## src/rtl/spi_frame_pkg.sv

```systemverilog
`timescale 1ns/1ps
package spi_frame_pkg;
  // phase order after the opcode byte; the sequencer walks it upward
  typedef enum logic [2:0] {
    PH_ADDR  = 3'd0,
    PH_DUMMY = 3'd1,
    PH_TX    = 3'd2,
    PH_RX    = 3'd3,
    PH_END   = 3'd4
  } phase_e;

  typedef enum logic [1:0] {
    ST_IDLE,
    ST_FRAME,
    ST_TRAIL,
    ST_GAP
  } state_e;

  localparam int unsigned NUM_PH = 4;
endpackage

```

## src/rtl/spi_clk_div.sv

```systemverilog
`timescale 1ns/1ps
module spi_clk_div #(
  parameter int unsigned DIV_W = 4
) (
  input  logic             clk_i,
  input  logic             rst_ni,
  input  logic             en_i,
  input  logic [DIV_W-1:0] div_i,
  output logic             tick_o
);
  logic [DIV_W-1:0] cnt_q;

  assign tick_o = en_i && (cnt_q == div_i);

  always_ff @(posedge clk_i or negedge rst_ni) begin
    if (!rst_ni)                 cnt_q <= '0;
    else if (!en_i || tick_o)    cnt_q <= '0;
    else                         cnt_q <= cnt_q + 1'b1;
  end

  a_r8_cnt_bound: assert property (@(posedge clk_i) disable iff (!rst_ni)
    en_i && $stable(div_i) |-> cnt_q <= div_i);
endmodule

```

## src/rtl/spi_byte_shift.sv

```systemverilog
`timescale 1ns/1ps
module spi_byte_shift (
  input  logic       clk_i,
  input  logic       rst_ni,
  input  logic       tick_i,
  input  logic       load_i,
  input  logic [7:0] load_byte_i,
  input  logic       more_i,
  input  logic [7:0] next_byte_i,
  input  logic       miso_i,
  output logic       take_o,
  output logic       byte_done_o,
  output logic [7:0] rx_byte_o,
  output logic       sclk_o,
  output logic       mosi_o
);
  logic [7:0] tx_sr_q, rx_sr_q;
  logic [3:0] half_q;
  logic       active_q, sclk_q;

  // half 0,2..14: rising edge; half 1..15: falling edge
  assign byte_done_o = active_q && tick_i && (half_q == 4'd15);
  assign take_o      = byte_done_o && more_i;
  assign rx_byte_o   = rx_sr_q;
  assign sclk_o      = sclk_q;
  assign mosi_o      = active_q & tx_sr_q[7];

  always_ff @(posedge clk_i or negedge rst_ni) begin
    if (!rst_ni) begin
      tx_sr_q  <= '0;
      rx_sr_q  <= '0;
      half_q   <= '0;
      active_q <= 1'b0;
      sclk_q   <= 1'b0;
    end else if (load_i) begin
      tx_sr_q  <= load_byte_i;
      half_q   <= '0;
      active_q <= 1'b1;
      sclk_q   <= 1'b0;
    end else if (active_q && tick_i) begin
      if (!half_q[0]) begin
        sclk_q  <= 1'b1;
        rx_sr_q <= {rx_sr_q[6:0], miso_i};
        half_q  <= half_q + 1'b1;
      end else begin
        sclk_q <= 1'b0;
        if (half_q == 4'd15) begin
          half_q <= '0;
          if (more_i) tx_sr_q  <= next_byte_i;
          else        active_q <= 1'b0;
        end else begin
          tx_sr_q <= {tx_sr_q[6:0], 1'b0};
          half_q  <= half_q + 1'b1;
        end
      end
    end
  end

  a_r7_mosi_hold_high: assert property (@(posedge clk_i) disable iff (!rst_ni)
    sclk_o && $past(sclk_o) |-> $stable(mosi_o));
  a_r7_sclk_idle_low: assert property (@(posedge clk_i) disable iff (!rst_ni)
    !active_q |-> !sclk_o);
endmodule

```

## src/rtl/spi_frame_seq.sv

```systemverilog
`timescale 1ns/1ps
module spi_frame_seq
  import spi_frame_pkg::*;
#(
  parameter int unsigned LEN_W   = 12,
  parameter int unsigned DUMMY_W = 8
) (
  input  logic               clk_i,
  input  logic               rst_ni,
  input  logic               start_i,
  input  logic [31:0]        addr_i,
  input  logic               has_addr_i,
  input  logic               addr4_i,
  input  logic [DUMMY_W-1:0] dummy_i,
  input  logic [LEN_W-1:0]   tx_len_i,
  input  logic [LEN_W-1:0]   rx_len_i,
  input  logic               take_i,
  input  logic [7:0]         tx_data_i,
  output logic               more_o,
  output logic [7:0]         next_byte_o,
  output logic               tx_pop_o,
  output logic               cur_rx_o
);
  phase_e           phase_q, eff_ph;
  logic [LEN_W-1:0] cnt_q, eff_cnt, len_v;
  logic [LEN_W-1:0] full_len_q [NUM_PH];
  logic [31:0]      addr_q;
  logic             cur_rx_q, found;
  logic [LEN_W-1:0] addr_len, dummy_len;

  assign addr_len  = has_addr_i ? (addr4_i ? LEN_W'(4) : LEN_W'(3)) : '0;
  assign dummy_len = has_addr_i ? LEN_W'(dummy_i >> 3) : '0;

  // first phase at or after phase_q that still has bytes left
  always_comb begin
    found   = 1'b0;
    eff_ph  = PH_END;
    eff_cnt = '0;
    len_v   = '0;
    for (int i = 0; i < NUM_PH; i++) begin
      len_v = (3'(i) == phase_q) ? cnt_q : full_len_q[i];
      if (!found && (3'(i) >= phase_q) && (len_v != '0)) begin
        found   = 1'b1;
        eff_ph  = phase_e'(3'(i));
        eff_cnt = len_v;
      end
    end
  end

  always_comb begin
    case (eff_ph)
      PH_ADDR: next_byte_o = 8'(addr_q >> {eff_cnt[1:0] - 2'd1, 3'b000});
      PH_TX:   next_byte_o = tx_data_i;
      default: next_byte_o = 8'h00;
    endcase
  end

  assign more_o   = found;
  assign tx_pop_o = take_i && (eff_ph == PH_TX);
  assign cur_rx_o = cur_rx_q;

  always_ff @(posedge clk_i or negedge rst_ni) begin
    if (!rst_ni) begin
      phase_q  <= PH_END;
      cnt_q    <= '0;
      addr_q   <= '0;
      cur_rx_q <= 1'b0;
      for (int i = 0; i < NUM_PH; i++) full_len_q[i] <= '0;
    end else if (start_i) begin
      phase_q       <= PH_ADDR;
      cnt_q         <= addr_len;
      addr_q        <= addr_i;
      cur_rx_q      <= 1'b0;
      full_len_q[0] <= addr_len;
      full_len_q[1] <= dummy_len;
      full_len_q[2] <= tx_len_i;
      full_len_q[3] <= rx_len_i;
    end else if (take_i) begin
      phase_q  <= eff_ph;
      cnt_q    <= eff_cnt - 1'b1;
      cur_rx_q <= (eff_ph == PH_RX);
    end
  end

  a_r2_addr_bytes_bound: assert property (@(posedge clk_i) disable iff (!rst_ni)
    phase_q == PH_ADDR |-> cnt_q <= LEN_W'(4));
  a_r6_rx_last: assert property (@(posedge clk_i) disable iff (!rst_ni)
    cur_rx_q && !start_i |-> eff_ph inside {PH_RX, PH_END});
endmodule

```

## src/rtl/spi_frame_engine.sv

```systemverilog
`timescale 1ns/1ps
module spi_frame_engine
  import spi_frame_pkg::*;
#(
  parameter int unsigned LEN_W       = 12,
  parameter int unsigned DUMMY_W     = 8,
  parameter int unsigned DIV_W       = 4,
  parameter int unsigned CS_GAP_SCLK = 2
) (
  input  logic               clk_i,
  input  logic               rst_ni,
  input  logic               req_valid_i,
  output logic               req_ready_o,
  input  logic [7:0]         req_opcode_i,
  input  logic [31:0]        req_addr_i,
  input  logic               req_has_addr_i,
  input  logic               req_addr4_i,
  input  logic [DUMMY_W-1:0] req_dummy_i,
  input  logic [LEN_W-1:0]   req_tx_len_i,
  input  logic [LEN_W-1:0]   req_rx_len_i,
  input  logic [DIV_W-1:0]   clk_div_i,
  input  logic [7:0]         tx_data_i,
  output logic               tx_pop_o,
  output logic [7:0]         rx_data_o,
  output logic               rx_valid_o,
  output logic               busy_o,
  output logic               done_o,
  output logic               sclk_o,
  output logic               mosi_o,
  input  logic               miso_i,
  output logic               cs_no
);
  localparam int unsigned GAP_HALF = 2 * CS_GAP_SCLK;
  localparam int unsigned GAP_W    = $clog2(GAP_HALF + 1);

  state_e           state_q;
  logic [DIV_W-1:0] div_q;
  logic [GAP_W-1:0] gap_q;
  logic             cs_n_q, done_q, rx_valid_q;
  logic [7:0]       rx_data_q;
  logic             accept, tick, take, byte_done, more, cur_rx;
  logic [7:0]       next_byte, rx_byte;

  assign req_ready_o = (state_q == ST_IDLE);
  assign accept      = req_valid_i && req_ready_o;
  assign busy_o      = (state_q == ST_FRAME) || (state_q == ST_TRAIL);
  assign cs_no       = cs_n_q;
  assign done_o      = done_q;
  assign rx_data_o   = rx_data_q;
  assign rx_valid_o  = rx_valid_q;

  spi_clk_div #(.DIV_W(DIV_W)) u_div (
    .clk_i  (clk_i),
    .rst_ni (rst_ni),
    .en_i   (state_q != ST_IDLE),
    .div_i  (div_q),
    .tick_o (tick)
  );

  spi_frame_seq #(.LEN_W(LEN_W), .DUMMY_W(DUMMY_W)) u_seq (
    .clk_i       (clk_i),
    .rst_ni      (rst_ni),
    .start_i     (accept),
    .addr_i      (req_addr_i),
    .has_addr_i  (req_has_addr_i),
    .addr4_i     (req_addr4_i),
    .dummy_i     (req_dummy_i),
    .tx_len_i    (req_tx_len_i),
    .rx_len_i    (req_rx_len_i),
    .take_i      (take),
    .tx_data_i   (tx_data_i),
    .more_o      (more),
    .next_byte_o (next_byte),
    .tx_pop_o    (tx_pop_o),
    .cur_rx_o    (cur_rx)
  );

  spi_byte_shift u_shift (
    .clk_i       (clk_i),
    .rst_ni      (rst_ni),
    .tick_i      (tick),
    .load_i      (accept),
    .load_byte_i (req_opcode_i),
    .more_i      (more),
    .next_byte_i (next_byte),
    .miso_i      (miso_i),
    .take_o      (take),
    .byte_done_o (byte_done),
    .rx_byte_o   (rx_byte),
    .sclk_o      (sclk_o),
    .mosi_o      (mosi_o)
  );

  always_ff @(posedge clk_i or negedge rst_ni) begin
    if (!rst_ni) begin
      state_q    <= ST_IDLE;
      div_q      <= '0;
      gap_q      <= '0;
      cs_n_q     <= 1'b1;
      done_q     <= 1'b0;
      rx_valid_q <= 1'b0;
      rx_data_q  <= '0;
    end else begin
      done_q     <= 1'b0;
      rx_valid_q <= byte_done && cur_rx;
      if (byte_done && cur_rx) rx_data_q <= rx_byte;
      case (state_q)
        ST_IDLE: if (accept) begin
          state_q <= ST_FRAME;
          div_q   <= clk_div_i;
          cs_n_q  <= 1'b0;
        end
        ST_FRAME: if (byte_done && !more) state_q <= ST_TRAIL;
        ST_TRAIL: if (tick) begin
          state_q <= ST_GAP;
          cs_n_q  <= 1'b1;
          done_q  <= 1'b1;
          gap_q   <= '0;
        end
        ST_GAP: if (tick) begin
          if (gap_q == GAP_W'(GAP_HALF - 1)) state_q <= ST_IDLE;
          else                               gap_q   <= gap_q + 1'b1;
        end
        default: state_q <= ST_IDLE;
      endcase
    end
  end

  a_r9_done_at_cs_rise: assert property (@(posedge clk_i) disable iff (!rst_ni)
    done_o |-> cs_no && $past(!cs_no));
  a_r7_sclk_low_cs_high: assert property (@(posedge clk_i) disable iff (!rst_ni)
    cs_no |-> !sclk_o);
  a_r10_no_accept_after_rise: assert property (@(posedge clk_i) disable iff (!rst_ni)
    $rose(cs_no) |-> !req_ready_o);
  a_r8_cs_low_when_busy: assert property (@(posedge clk_i) disable iff (!rst_ni)
    busy_o |-> !cs_no);
  a_r5_pop_in_frame: assert property (@(posedge clk_i) disable iff (!rst_ni)
    tx_pop_o |-> !cs_no && busy_o);
endmodule

```

## config.mk

```make
export PLATFORM = sky130hd
export DESIGN_NAME = spi_frame_engine
export DESIGN_NICKNAME = d
export VERILOG_FILES = /design/src/rtl/spi_frame_pkg.sv /design/src/rtl/spi_clk_div.sv /design/src/rtl/spi_byte_shift.sv /design/src/rtl/spi_frame_seq.sv /design/src/rtl/spi_frame_engine.sv
export SDC_FILE = /design/constraint.sdc
export NUM_CORES = 1
export LEC_CHECK = 0
export CORE_AREA = 4 4 131 133
export CTS_BUF_LIST = sky130_fd_sc_hd__clkbuf_2 sky130_fd_sc_hd__clkbuf_4 sky130_fd_sc_hd__clkbuf_8
export CTS_CLUSTER_DIAMETER = 60
export CTS_CLUSTER_SIZE = 30
export DETAILED_ROUTE_END_ITERATION = 10
export DIE_AREA = 0 0 135 137
export SLEW_MARGIN = 30
export SYNTH_ARGS = -nofsm -noshare
export SYNTH_HDL_FRONTEND = slang
export SYNTH_SLANG_ARGS = --single-unit
```

## constraint.sdc

```tcl
create_clock -name clk_i -period 4.71 [get_ports clk_i]
set_clock_uncertainty 0.1 [all_clocks]
set_input_delay 0.7065 -clock clk_i [delete_from_list [all_inputs] [get_ports clk_i]]
set_output_delay 0.7065 -clock clk_i [all_outputs]
set_load 0.005 [all_outputs]
```

---- After elaboration in Yosys (flattened, before gate mapping) ----
Index checks and enable logic that the tools add are counted.
word-level totals
  register bits after elaboration ......... 142
  output and inout port bits .............. 16
  logic and storage cells ................. 155
cells by class
  add/sub/neg operators ................... 5
  order comparisons ....................... 4
  eq/ne operators ......................... 19
  shifts and indexed selects .............. 1
  mux-type cells .......................... 59
  bitwise operators ....................... 3
  reduce and logical (&&, ||, !) cells .... 43
operator list
  kind                   count
  $mux 12                11
  $reduce_bool 12->1     4
  $mux 8                 5
  $shr 32x5->8           1
  $mux 3                 10
  $mux 4                 5
  $mux 1                 18
  $pmux 8 s2             1
  $logic_and 1x1->1      15
  $reduce_bool 2->1      7
  $sub 12x1->12 const B  1
  $mux 2                 5
  $eq 3x2->1 const B     3
  $reduce_and 3->1       3
  $add 4x1->4 const B    2
  $ne 2x1->1 const B     4
  $pmux 2 s4             1
  $reduce_and 4->1       2
  $eq 2x3->1 const A     2
  $ge 1x3->1 const A     2
  $ge 2x3->1 const A     2
  $logic_not 3->1        2
  $ne 2x2->1 const B     3
  $pmux 3 s2             1
  17 further kinds       24

---- Depth between registers and ports, before layout ----
  word-level depth ........................ 25
  mapped depth ............................ 12
  gate-level depth less buffers ........... 8

---- Hierarchy ----
Synthesis repeated with hierarchy kept, for this count alone.
unflattened totals
  cells, all modules ...................... 573
  area, all modules ....................... 6437.4 sq um
modules (own cells, without submodules)
  module            times used  cells each  area an instance (sq um)
  spi_frame_seq     1           381         4187.8
  spi_byte_shift    1           101         1119.8
  spi_frame_engine  1           72          908.4
  spi_clk_div       1           19          221.5

---- Worst setup path after synthesis ----
No wires, ideal clock.
  path kind ............................... register to register
  start point ............................. reg u_seq.cnt_q[1]
  end point ............................... reg u_shift.tx_sr_q[6]
  setup time .............................. 126 ps
  arrival ................................. 3342 ps
  data required time ...................... 4484 ps
  path slack .............................. 1142 ps
  cell stages (with the launch flop) ...... 11
  clock period less this slack ............ 3568 ps
  path through ............................ dfrtp_1 -> or4_4 -> or4_4 -> a31o_2 -> or2_0 -> buf_2 -> o21ai_2 -> buf_6 -> mux2_2 -> a221oi_1 -> o21ai_1
on the way
  longest elaborated chain between the ends .. 24
  elaborated cells between the ends (all ways) .. 42
  those cells by class .................... 1 x add/sub; 2 x eq/ne; 1 x shift; 22 x mux; 16 x reduce/logical
ends and longest elaborated chain
  item                            RTL line              source
  from (decl)                     spi_frame_seq.sv:25   logic [LEN_W-1:0] cnt_q, eff_cnt, len_v;
  from (signal assigned)          spi_frame_seq.sv:71   cnt_q <= addr_len;
  from (signal assigned)          spi_frame_seq.sv:80   cnt_q <= eff_cnt - 1'b1;
  $mux 12                         spi_frame_seq.sv:41   len_v = (3'(i) == phase_q) ? cnt_q : full_len_q[i];
  $reduce_bool 12->1              spi_frame_seq.sv:42   if (!found && (3'(i) >= phase_q) && (len_v != '0)) begin
  $logic_and 1x1->1               spi_frame_seq.sv:42
  $mux 1                          spi_frame_seq.sv:42
  $logic_not 1->1                 spi_frame_seq.sv:42
  $logic_and 1x1->1 (2 in a row)  spi_frame_seq.sv:42
  $mux 1                          spi_frame_seq.sv:42
  $logic_not 1->1                 spi_frame_seq.sv:42
  (+7 left out)                   n/a
  $sub 2x1->2                     spi_frame_seq.sv:52   PH_ADDR: next_byte_o = 8'(addr_q >> {eff_cnt[1:0] - 2'd1, 3'b000});
  $shr 32x5->8                    spi_frame_seq.sv:52
  $pmux 8 s2                      spi_frame_seq.sv:51   case (eff_ph)
  $mux 8                          spi_byte_shift.sv:49  if (more_i) tx_sr_q <= next_byte_i;
  $mux 8                          spi_byte_shift.sv:47  if (half_q == 4'd15) begin
  $mux 8                          spi_byte_shift.sv:41  if (!half_q[0]) begin
  $mux 8                          spi_byte_shift.sv:40  end else if (active_q && tick_i) begin
  $mux 8                          spi_byte_shift.sv:35  end else if (load_i) begin
  to (signal assigned)            spi_byte_shift.sv:36  tx_sr_q <= load_byte_i;
  to (signal assigned)            spi_byte_shift.sv:49
  to (signal assigned)            spi_byte_shift.sv:52  tx_sr_q <= {tx_sr_q[6:0], 1'b0};
  to (decl)                       spi_byte_shift.sv:17  logic [7:0] tx_sr_q, rx_sr_q;
Several ways; a longest one is shown, not always the timed one. The select of a mux whose other input is x is not followed.
A chain may end at the register's enable or synchronous reset.

---- Worst setup path in the final report ----
  start point ............................. reg u_seq.phase_q[1]
  end point ............................... out tx_pop_o
on the way
  longest elaborated chain between the ends .. 19
  elaborated cells between the ends (all ways) .. 37
  those cells by class .................... 4 x order compare; 4 x eq/ne; 12 x mux; 17 x reduce/logical
ends and longest elaborated chain
  item                                                    RTL line                                   source
  from (decl)                                             spi_frame_seq.sv:24                        phase_e phase_q, eff_ph;
  from (signal assigned)                                  spi_frame_seq.sv:79                        phase_q <= eff_ph;
  $logic_not 3->1                                         spi_frame_seq.sv:41
  $mux 12                                                 spi_frame_seq.sv:41
  $reduce_bool 12->1                                      spi_frame_seq.sv:42
  $logic_and 1x1->1                                       spi_frame_seq.sv:42
  $mux 1                                                  spi_frame_seq.sv:42
  $logic_not 1->1                                         spi_frame_seq.sv:42
  $logic_and 1x1->1 (2 in a row)                          spi_frame_seq.sv:42
  $mux 1                                                  spi_frame_seq.sv:42
  $logic_not 1->1                                         spi_frame_seq.sv:42
  $logic_and 1x1->1 (2 in a row)                          spi_frame_seq.sv:42
  $mux 1                                                  spi_frame_seq.sv:42
  $logic_not 1->1                                         spi_frame_seq.sv:42
  $logic_and 1x1->1 (2 in a row)                          spi_frame_seq.sv:42
  $mux 3 / $mux 1 (equally long branches)                 spi_frame_seq.sv:42
  $eq 3x2->1 / $logic_and 1x1->1 (equally long branches)  spi_frame_seq.sv:59, spi_byte_shift.sv:23
  $logic_and 1x1->1 *                                     spi_frame_seq.sv:59                        assign tx_pop_o = take_i && (eff_ph == PH_TX);
  to (decl)                                               spi_frame_engine.sv:23                     output logic tx_pop_o,
Every way passes the cells marked *; elsewhere a longest branch is shown, timed or not.

==> out/metrics.yaml <==
worst_setup_path:
  critPathLaunchType: "flip-flop"
  r2r_start: "u_seq.phase_q[1]"
  critical-path-max-stage-delay_ns: 0.65
  crit_fanout: 14
  cpLargestDelayFamily: "simple AND/OR/NAND/NOR gates"
  cp-startpoint: "u_seq.phase_q[1]"
  reg2reg_slack_ns: 0.74
  critical_path_class: "reg2out"
  cp_num_buf_inv: 2
  rr_worst_depth: 9
  crit_chain: "or3b_2 > or4_4 > a31o_2 > nor3_1 > buf_4 > o211ai_1 > nor2_1 > clkdlybuf4s50_1"
  cp.arrival_ns: 3.66
  worst_ep_required_time_ns: 3.90
  reg2reg_to: "u_shift.tx_sr_q[7]"
  slowest_stage: "dfrtp_1"
  cp-end-kind: "output port"
synthesis:
  synthSimpleGateAreaFrac_pct: 13.22
  ys_seq_area_share_pct: 48.68
  syn_area_mm2: 0.006276
  synth_area_leaders: "dfrtp_1, mux2_2, nand2_1"
  synth_cell_types: 63
  synth_top_family_by_area: "multiplexers"
  synth-seq-cells: 122
  yosys.area_share.xor_xnor_pct: 1.535
  syn_inst: 559
  synth_top_area_share_pct: 47.85
  ys.flop_type: "dfrtp_1"
  synth_edf_count: 0
  synth.largest_area_cell: "dfrtp_1"
  ys.warnings.count: 0
  synthArstFlopShare_pct: 100.0
  synth_mux_area_share_pct: 18.62
  synthAdderAreaFrac_pct: 1.595
  synth_nets: 657
  syn_avg_cell_area_um2: 11.23
  synth-compound-area-share_pct: 13.42
die:
  rows: 46
  die_x_um: 135
  initial_core_util_pct: 39.65
  core_area_mm2: 0.01583
  top_level_ports: 106
  fp.dieH_um: 137
  die_area_mm2: 0.01850
sta:
  maxSlewViolCount: 0
  worst_pin_slew_ns: 0.7545
  final-hold-violation-count: 0
  relSlewSlack_pct: 49.70
  rsz0062_at_grt: "no"
  tns_ns: 0
  holdWs_ns: 0.1681
  min_period_over_period_pct: 94.83
  fin_crit_ns: 4.467
  fmax_ghz: 0.2239
  finalSetupViolCount: 0
status:
  status: "complete, no violations"
min_path:
  hp-class: "in2async"
placement:
  gp_congestion: 0.8635
  dp_hpwl_mm: 11.33
  port_buffers: 102
global_route:
  grtUsageTotal_pct: 17.85
  gr-total-overflow: 0
  grt_max_degree: 86
  grt_pass1_vias: 5051
  antenna_found_initial: 0
  grt_pass1_wl_mm: 26.13
drt:
  avgViaCountPerCell: 5.453
  vias: 4826
  wl_per_cell_um: 17.80
  drtIter0Drc: 312
  first_pass_iters: 4
  postRouteAntennaNets: 0
  drt_wl_total_mm: 15.75
  drc: 0
layout:
  fillerInstances: 1448
  nNetsFinal: 754
  diodes: 0
  syn_to_final_growth_pct: 26.02
  utilization_pct: 49.97
  drive_above_1_share_pct: 24.07
clock_tree:
  htree_levels: 4
  path_clk_slew_ns: 0.08
  cts_hold_buf: 0
  post_cts_buffers: 0
  cts.repair.resized: 0
  cts_root_buf: "clkbuf_8"
  numCtsBuffers: 17
  clk_latency_ns: 0.44
  cts_num_sinks: 122
  clk_path_buf_depth: 2
  tritoncts: "built"
power:
  leakage_nw: 3.542
  power_mw: 2.117
  powerDensity_mw_per_mm2: 267.7
  ir_drop_v: 0.0002220
flow_run:
  maxCapViolations: 0
==> registers in the layout, indices dropped and copies added (netlist names), 2 cells and up <==
signal and cells:
u_shift.tx_sr_q 8, rx_data_o 8, state_q 2, u_seq.full_len_q 29
u_shift.half_q 4, u_div.cnt_q 4, u_seq.cnt_q 12, u_seq.addr_q 32
gap_q 3, div_q 4, u_shift.rx_byte_o 8, u_seq.phase_q 3
==> metrics by stage <==
| stage | instances | worst slack, ns | area [um2] |
|---|---|---|---|
| 5_1_grt | 885 | 0.09288 | 7909 |
| 2_1_floorplan | 559 | 1.142 | 6276 |
| 3_3_place_gp | 853 | 0.7610 | 7486 |
| 6_report | 885 | 0.2435 | 7909 |
| 4_1_cts | 885 | 0.2575 | 7891 |
| 3_5_place_dp | 853 | 0.7463 | 7486 |
==> where the power goes <==
group          internal [mW]  switching, mW  leakage (nW)
clock network          0.488          0.457         0.190
registers               1.05        0.00420          1.58
logic                 0.0751         0.0388          1.77
total                   1.62          0.500          3.54
==> placed cells by master (no fill, tap or decap), drive strengths merged, types with 18 or more instances in the layout <==
cell type / count
dfrtp: 120
clkdlybuf4s50: 101
mux2: 94
nand2: 40
o21ai: 40
nor2: 21
nand3: 20
a21oi: 18
clkbuf: 18
==> logic make-up after synthesis <==
group           Yosys count
compound gates          116
xor+xnor                 11
fa+ha+maj                 8
buf+inv                  42
flops                   122
mux                     105
simple gates            155
==> synthesized netlist by cell type (7+ instances only) <==
cell      number
mux2i_1       11
o21ai_1        9
nand2_1       40
nand3_1       20
a31oi_1       12
inv_1         10
clkbuf_1      17
xnor2_1        9
a221oi_1      12
nor3_1        12
mux2_2        94
nor4_1        11
nor2_1        21
dfrtp_1      120
a21oi_1       18
buf_1          9
ha_1           8
and3_1        13
nor2b_1        7
o21ai_0       29
==> metal layers <==
layer / wire length, um / track usage (%) / vias up
met2: 7698 / 28.71 / 138
met3: 1027 / 5.662 / 11
met4: 144 / 4.479 / 0
met1: 6883 / 23.56 / 2393
li1: - / - / 2284
met5: 0 / 0 / -
==> cell type report <==
class	instances	area, um2	area share (%)
Clock buffer	18	241.5	3.053
Clock inverter	14	163.9	2.072
Inverter	10	37.54	0.4746
Multi-Input combinational cell	395	3058	38.66
Sequential cell	122	3055	38.63
Tap cell	216	270.3	3.417
Timing Repair Buffer	110	1082	13.68
==> worst max path at each step <==
| stage | endpoint | slack (ns) | depth (start not counted) |
|---|---|---|---|
| 6_report | tx_pop_o | 0.24 | 8 |
| 5_1_grt | tx_pop_o | 0.09 | 8 |
| 3_3_place_gp | tx_pop_o | 0.76 | 8 |
| 2_1_floorplan | u_shift.tx_sr_q[6] | 1.14 | 10 |
| 3_5_place_dp | u_shift.tx_sr_q[7] | 0.75 | 9 |
| 4_1_cts | tx_pop_o | 0.26 | 8 |
(Power assumes the default switching activity.)
